[src/rtl/node_memctl.sv]
module node_memctl #(
  parameter int NODE_W = 9,
  parameter int ADDR_W = 16,
  parameter int DATA_W = 32
) (
  input  logic                     clk,
  input  logic                     rst_n,
  input  logic [NODE_W-1:0]        node_id,
  input  logic                     lq_valid,
  output logic                     lq_ready,
  input  logic [2:0]               lq_op,
  input  logic [ADDR_W-1:0]        lq_addr,
  input  logic [DATA_W-1:0]        lq_wdata,
  input  logic [DATA_W/8-1:0]      lq_be,
  output logic                     lq_rsp_valid,
  output logic [DATA_W-1:0]        lq_rsp_data,
  input  logic                     rq_valid,
  output logic                     rq_ready,
  input  logic [2:0]               rq_op,
  input  logic [ADDR_W-1:0]        rq_addr,
  input  logic [DATA_W-1:0]        rq_wdata,
  input  logic [DATA_W/8-1:0]      rq_be,
  output logic                     rq_rsp_valid,
  output logic [DATA_W-1:0]        rq_rsp_data,
  output logic                     sw_req_valid,
  output logic [2:0]               sw_req_op,
  output logic [ADDR_W-1:0]        sw_req_addr,
  output logic [DATA_W-1:0]        sw_req_wdata,
  output logic [DATA_W/8-1:0]      sw_req_be,
  input  logic                     sw_rsp_valid,
  input  logic [DATA_W-1:0]        sw_rsp_data,
  output logic                     mem_en,
  output logic                     mem_we,
  output logic [ADDR_W-NODE_W-1:0] mem_addr,
  output logic [DATA_W/8-1:0]      mem_be,
  output logic [DATA_W-1:0]        mem_wdata,
  input  logic [DATA_W-1:0]        mem_rdata
);
  localparam int LOC_W = ADDR_W - NODE_W;
  localparam int BE_W  = DATA_W / 8;
  localparam logic [2:0] OP_WR = 3'd1, OP_ADD = 3'd2, OP_OR = 3'd3, OP_AND = 3'd4;

  typedef enum logic [2:0] {S_IDLE, S_MRD, S_RDW, S_MWR, S_SWS, S_SWW, S_RSP} state_t;

  state_t            st;
  logic              last_rem, src_rem;
  logic [2:0]        op_q;
  logic [ADDR_W-1:0] addr_q;
  logic [DATA_W-1:0] wdata_q, rsp_q, upd;
  logic [BE_W-1:0]   be_q;

  wire idle     = (st == S_IDLE);
  wire pick_rem = rq_valid && (!lq_valid || !last_rem);
  assign rq_ready = idle && pick_rem;
  assign lq_ready = idle && lq_valid && !pick_rem;
  wire accept   = lq_ready || rq_ready;

  wire [2:0]        op_s   = pick_rem ? rq_op    : lq_op;
  wire [ADDR_W-1:0] addr_s = pick_rem ? rq_addr  : lq_addr;
  wire [DATA_W-1:0] data_s = pick_rem ? rq_wdata : lq_wdata;
  wire [BE_W-1:0]   be_s   = pick_rem ? rq_be    : lq_be;
  wire to_switch = !pick_rem && (lq_addr[ADDR_W-1 -: NODE_W] != node_id);
  wire atomic    = (op_q == OP_ADD) || (op_q == OP_OR) || (op_q == OP_AND);

  always_ff @(posedge clk) begin
    if (!rst_n) begin
      st       <= S_IDLE;
      last_rem <= 1'b1;
      src_rem  <= 1'b0;
      op_q     <= '0;
      addr_q   <= '0;
      wdata_q  <= '0;
      be_q     <= '0;
      rsp_q    <= '0;
    end else begin
      case (st)
        S_IDLE: if (accept) begin
          op_q     <= op_s;
          addr_q   <= addr_s;
          wdata_q  <= data_s;
          be_q     <= be_s;
          src_rem  <= pick_rem;
          last_rem <= pick_rem;
          st <= to_switch ? S_SWS : (op_s == OP_WR ? S_MWR : S_MRD);
        end
        S_MRD: st <= S_RDW;
        S_RDW: begin
          rsp_q <= mem_rdata;
          st    <= S_RSP;
        end
        S_MWR: begin
          rsp_q <= '0;
          st    <= S_RSP;
        end
        S_SWS: st <= S_SWW;
        S_SWW: if (sw_rsp_valid) begin
          rsp_q <= sw_rsp_data;
          st    <= S_RSP;
        end
        default: st <= S_IDLE;
      endcase
    end
  end

  always_comb begin
    case (op_q)
      OP_ADD:  upd = mem_rdata + wdata_q;
      OP_OR:   upd = mem_rdata | wdata_q;
      OP_AND:  upd = mem_rdata & wdata_q;
      default: upd = mem_rdata;
    endcase
  end

  assign mem_en    = (st == S_MRD) || (st == S_MWR) || (st == S_RDW && atomic);
  assign mem_we    = (st == S_MWR) || (st == S_RDW);
  assign mem_addr  = addr_q[LOC_W-1:0];
  assign mem_be    = (st == S_MWR) ? be_q : {BE_W{1'b1}};
  assign mem_wdata = (st == S_RDW) ? upd : wdata_q;

  assign sw_req_valid = (st == S_SWS);
  assign sw_req_op    = op_q;
  assign sw_req_addr  = addr_q;
  assign sw_req_wdata = wdata_q;
  assign sw_req_be    = be_q;

  assign lq_rsp_valid = (st == S_RSP) && !src_rem;
  assign rq_rsp_valid = (st == S_RSP) && src_rem;
  assign lq_rsp_data  = rsp_q;
  assign rq_rsp_data  = rsp_q;
endmodule

[config.mk]
export PLATFORM = sky130hd
export DESIGN_NAME = node_memctl
export DESIGN_NICKNAME = d
export VERILOG_FILES = /design/src/rtl/node_memctl.sv
export SDC_FILE = /design/constraint.sdc
export NUM_CORES = 1
export LEC_CHECK = 0
export BUFFER_PORTS_ARGS = -buffer_cell sky130_fd_sc_hd__buf_2
export CORE_MARGIN = 2
export CORE_UTILIZATION = 45
export CTS_CLUSTER_DIAMETER = 50
export DETAILED_ROUTE_END_ITERATION = 10
export GPL_TIMING_DRIVEN = 0
export PLACE_DENSITY_LB_ADDON = 0.2
export SYNTH_ARGS = -nofsm -noshare
export SYNTH_HDL_FRONTEND = slang
export SYNTH_SLANG_ARGS = --single-unit
[constraint.sdc]
create_clock -name clk -period 2.25 [get_ports clk]
set_clock_uncertainty 0.15 [all_clocks]
set_input_delay 0 -clock clk [delete_from_list [all_inputs] [get_ports clk]]
set_output_delay 0 -clock clk [all_outputs]
set_load 0.1 [all_outputs]
==> summary.txt <==
run status - finished with violations
violated checks - setup timing
FFs w/ async S/R, synth - 0%
setup ws final - -1.06 ns
Cell Pwr Density - 1410 nW/um2
number of library cell types mapped by synthesis - 72
fraction of final layout cells with drive strength greater than 1 - 46.2%
number of pins with negative max-slew slack in the final report - 0
GP Congestion - 0.935
global-route total usage across every layer - 40.7%
Top FF cell, synth - dfxtp_1
DIE WIDTH - 141 um
pin count of the biggest net entering global routing - 19
maximum clock frequency - 302 MHz
cells taking the most area after synthesis - dfxtp_1 (22%), ha_1 (9.5%), mux2i_1 (7.2%)
synthesized net count - 1330
number of nets at the end of the flow - 1933
Row Count - 50
drt initial violations - 1224
Pre-antenna DRT Iters - 8
vias in the first global route - 11500
RSZ-0062 raised after global routing - true
final critical delay including setup and external delays - 3.31 ns
cell area after technology mapping - 8430 um2
clock latency reported for the late side of the worst-skew pair - 0.37 ns
Synth Area per Inst - 7.83 um2
number of synthesized flops with an enable pin - 0
leakage power total - 7.38 nW
worst endpoint required time - 2.10 ns
filler cell count - 1005
Clk pin slew, worst setup/hold paths - 0.08 ns
CTS tree - done
number of warnings reported in the yosys synthesis log - 0
DP Wirelength - 26.2 mm
fraction of synthesized cell area taken by the top area cell type - 21.8%
total number of vias - 11800
core area - 18500 um2
average wire per cell in the routed design - 23.1 um
antenna violation net count after detailed routing - 0
Worst VDD drop - 1.18 mV
initial standard-cell utilization of the core - 45.5%
CP endpoint kind - output pin
Critical Path AT - 3.16 ns
deepest level of the CTS H-tree - 3
IO Count - 357
vertical extent of the die - 141 um
layout-stage area growth over the synthesis result - 82.8%
area of the die - 19800 um2
startpoint class of the critical path - flip-flop
sink count of the clock tree - 92
Clock Path Buffers - 2
setup-violating endpoint count in the final report - 32
critical path class - reg -> out
antenna violations before repair - 0
antenna cell count - 0
Setup TNS - -24.30 ns
number of buffers inserted during clock tree synthesis - 9
area of combinational cells with multiple inputs - 7170 um2
post-synth top area cell - dfxtp_1
Design Area, Final - 15400 um2
number of flip-flops and latches in the synthesized netlist - 92
critical path peak fanout - 5
standard cell area after detailed placement - 11500 um2
crit share post-route - 147%
post-synthesis instance total - 1077
Seq/Total Area, Yosys - 21.8%
number of buffers added on ports - 355
max-cap violation count - 0
Sequential cell area - 1960 um2
detail-routed via count per cell - 6.13
type of the most critical hold path - in -> reg
hold violation count in the final report - 0
post-route DRC violation count - 0
total overflow reported by the global router - 0
worst slew pin tran - 0.936 ns
CTS root buffer - clkbuf_16
first-pass GRT wire length - 63.1 mm
wire length reported by the detailed router - 44.3 mm
Rel. slew slack - 37.6%
-- where the power goes --
part           switching, mW  internal, mW  leakage [nW]
Combinational           12.1          5.24          6.45
Sequential             0.569          2.21         0.779
Clock                  0.807         0.848         0.153
-- metrics by stage --
step	setup slack (ns)	total power, mW	util [%]	cells	hold slack [ns]
after floorplan	-1.03	14.3	-	1077	0.0112
after global placement	-1.12	16.7	62.0	1666	0.143
after detailed placement	-1.13	16.9	62.0	1666	0.147
after CTS	-0.937	20.6	80.6	1899	0.145
after global routing	-1.04	22.4	83.2	1919	0.176
final	-1.06	21.8	83.2	1919	0.202
-- cell usage after synthesis, types with 12 or more instances --
master    number
a211oi_1      15
a21o_1        19
a21oi_1       46
a221oi_1      33
a31oi_1       13
buf_4         39
clkbuf_1      71
dfxtp_1       92
ha_1          64
inv_1         74
mux2i_1       61
nand2_1      115
nand3_1       12
nor2_1        75
nor3b_1       33
o211a_1       57
o211ai_1      24
o21ai_0       37
o22ai_1       25
xnor2_1       15
xor2_1        19
-- timing repair --
item                                   in CTS  in global routing
buffers inserted                           46                 22
resized for setup                         274                 88
setup endpoints to repair                 122                102
endpoints found under the hold margin      92                  0
gates cloned                                1                  0
hold buffers                              179                  0
pin swaps                                  60                 52
-- per-layer routing --
metal	vias up	share of wire, %	GRT usage [%]
li1	5069	-	-
met1	5501	37	48.5
met2	936	46	68.2
met3	267	9.8	8.29
met4	0	7.3	23.6
met5	-	0	0
-- cell families (layout without fill, tap and decap cells) --
kind of cell	count (synthesis)	count (layout)	synth area share [%]
flops	92	92	21.8
buf+inv	197	805	10.6
simple gates	295	295	16.6
fa+ha+maj	65	65	9.73
compound gates	324	324	29.2
xor+xnor	34	34	3.53
mux	70	70	8.44
-- cell usage in the layout (no fill, tap or decap), drive strengths merged, types with 12 or more instances in the layout --
cell type,netlist,routed
clkbuf,71,76
ha,64,64
o21ai,41,41
inv,74,80
a21o,19,19
nand2,115,115
a21oi,50,50
dlygate4sd3,0,179
o211a,57,57
xnor2,15,15
nor3b,33,33
dfxtp,92,92
xor2,19,19
o211ai,24,24
mux2i,61,61
nor2,75,75
a211oi,15,15
nand3,12,12
a221oi,33,33
a31oi,13,13
o22ai,26,26
buf,52,470
-- path summary, 6_finish.rpt --
path,start,endpoint,slack [ns],depth (start not counted)
max,sw_req_wdata[5],mem_wdata[21],-1.06,13
min,rst_n,lq_rsp_data[20],0.20,2
max reg2reg,st[1],lq_rsp_data[31],0.04,6
min reg2reg,sw_req_addr[13],sw_req_addr[13],0.36,1
-- worst max-delay path, cell delays in order, from the launching register on --
cell and delay, ns:
dfxtp_4 0.38, ha_2 0.26, a21oi_4 0.19, o21ai_4 0.08, or4_4 0.51, o21ai_4 0.25
buf_4 0.16, buf_6 0.10, buf_6 0.11, o21ai_2 0.06, xor2_1 0.17, a211oi_2 0.29
a21oi_4 0.06, buf_12 0.17
-- flip-flops by register name, summed over array words and instances (netlist names) --
signal / cells
last_rem: 1
lq_rsp_data: 32
src_rem: 1
st: 3
sw_req_addr: 16
sw_req_be: 4
sw_req_op: 3
sw_req_wdata: 32
-- final cells by class --
type	instances	area share [%]
multi-input cells	788	46.5
repair buffers	602	30.1
flip-flops and latches	92	12.7
plain buffers	113	4.81
inverters	74	1.98
well taps	234	1.90
clock buffers	10	1.62
clock inverters	6	0.357
Note: power is estimated with default switching activity, not from simulation.
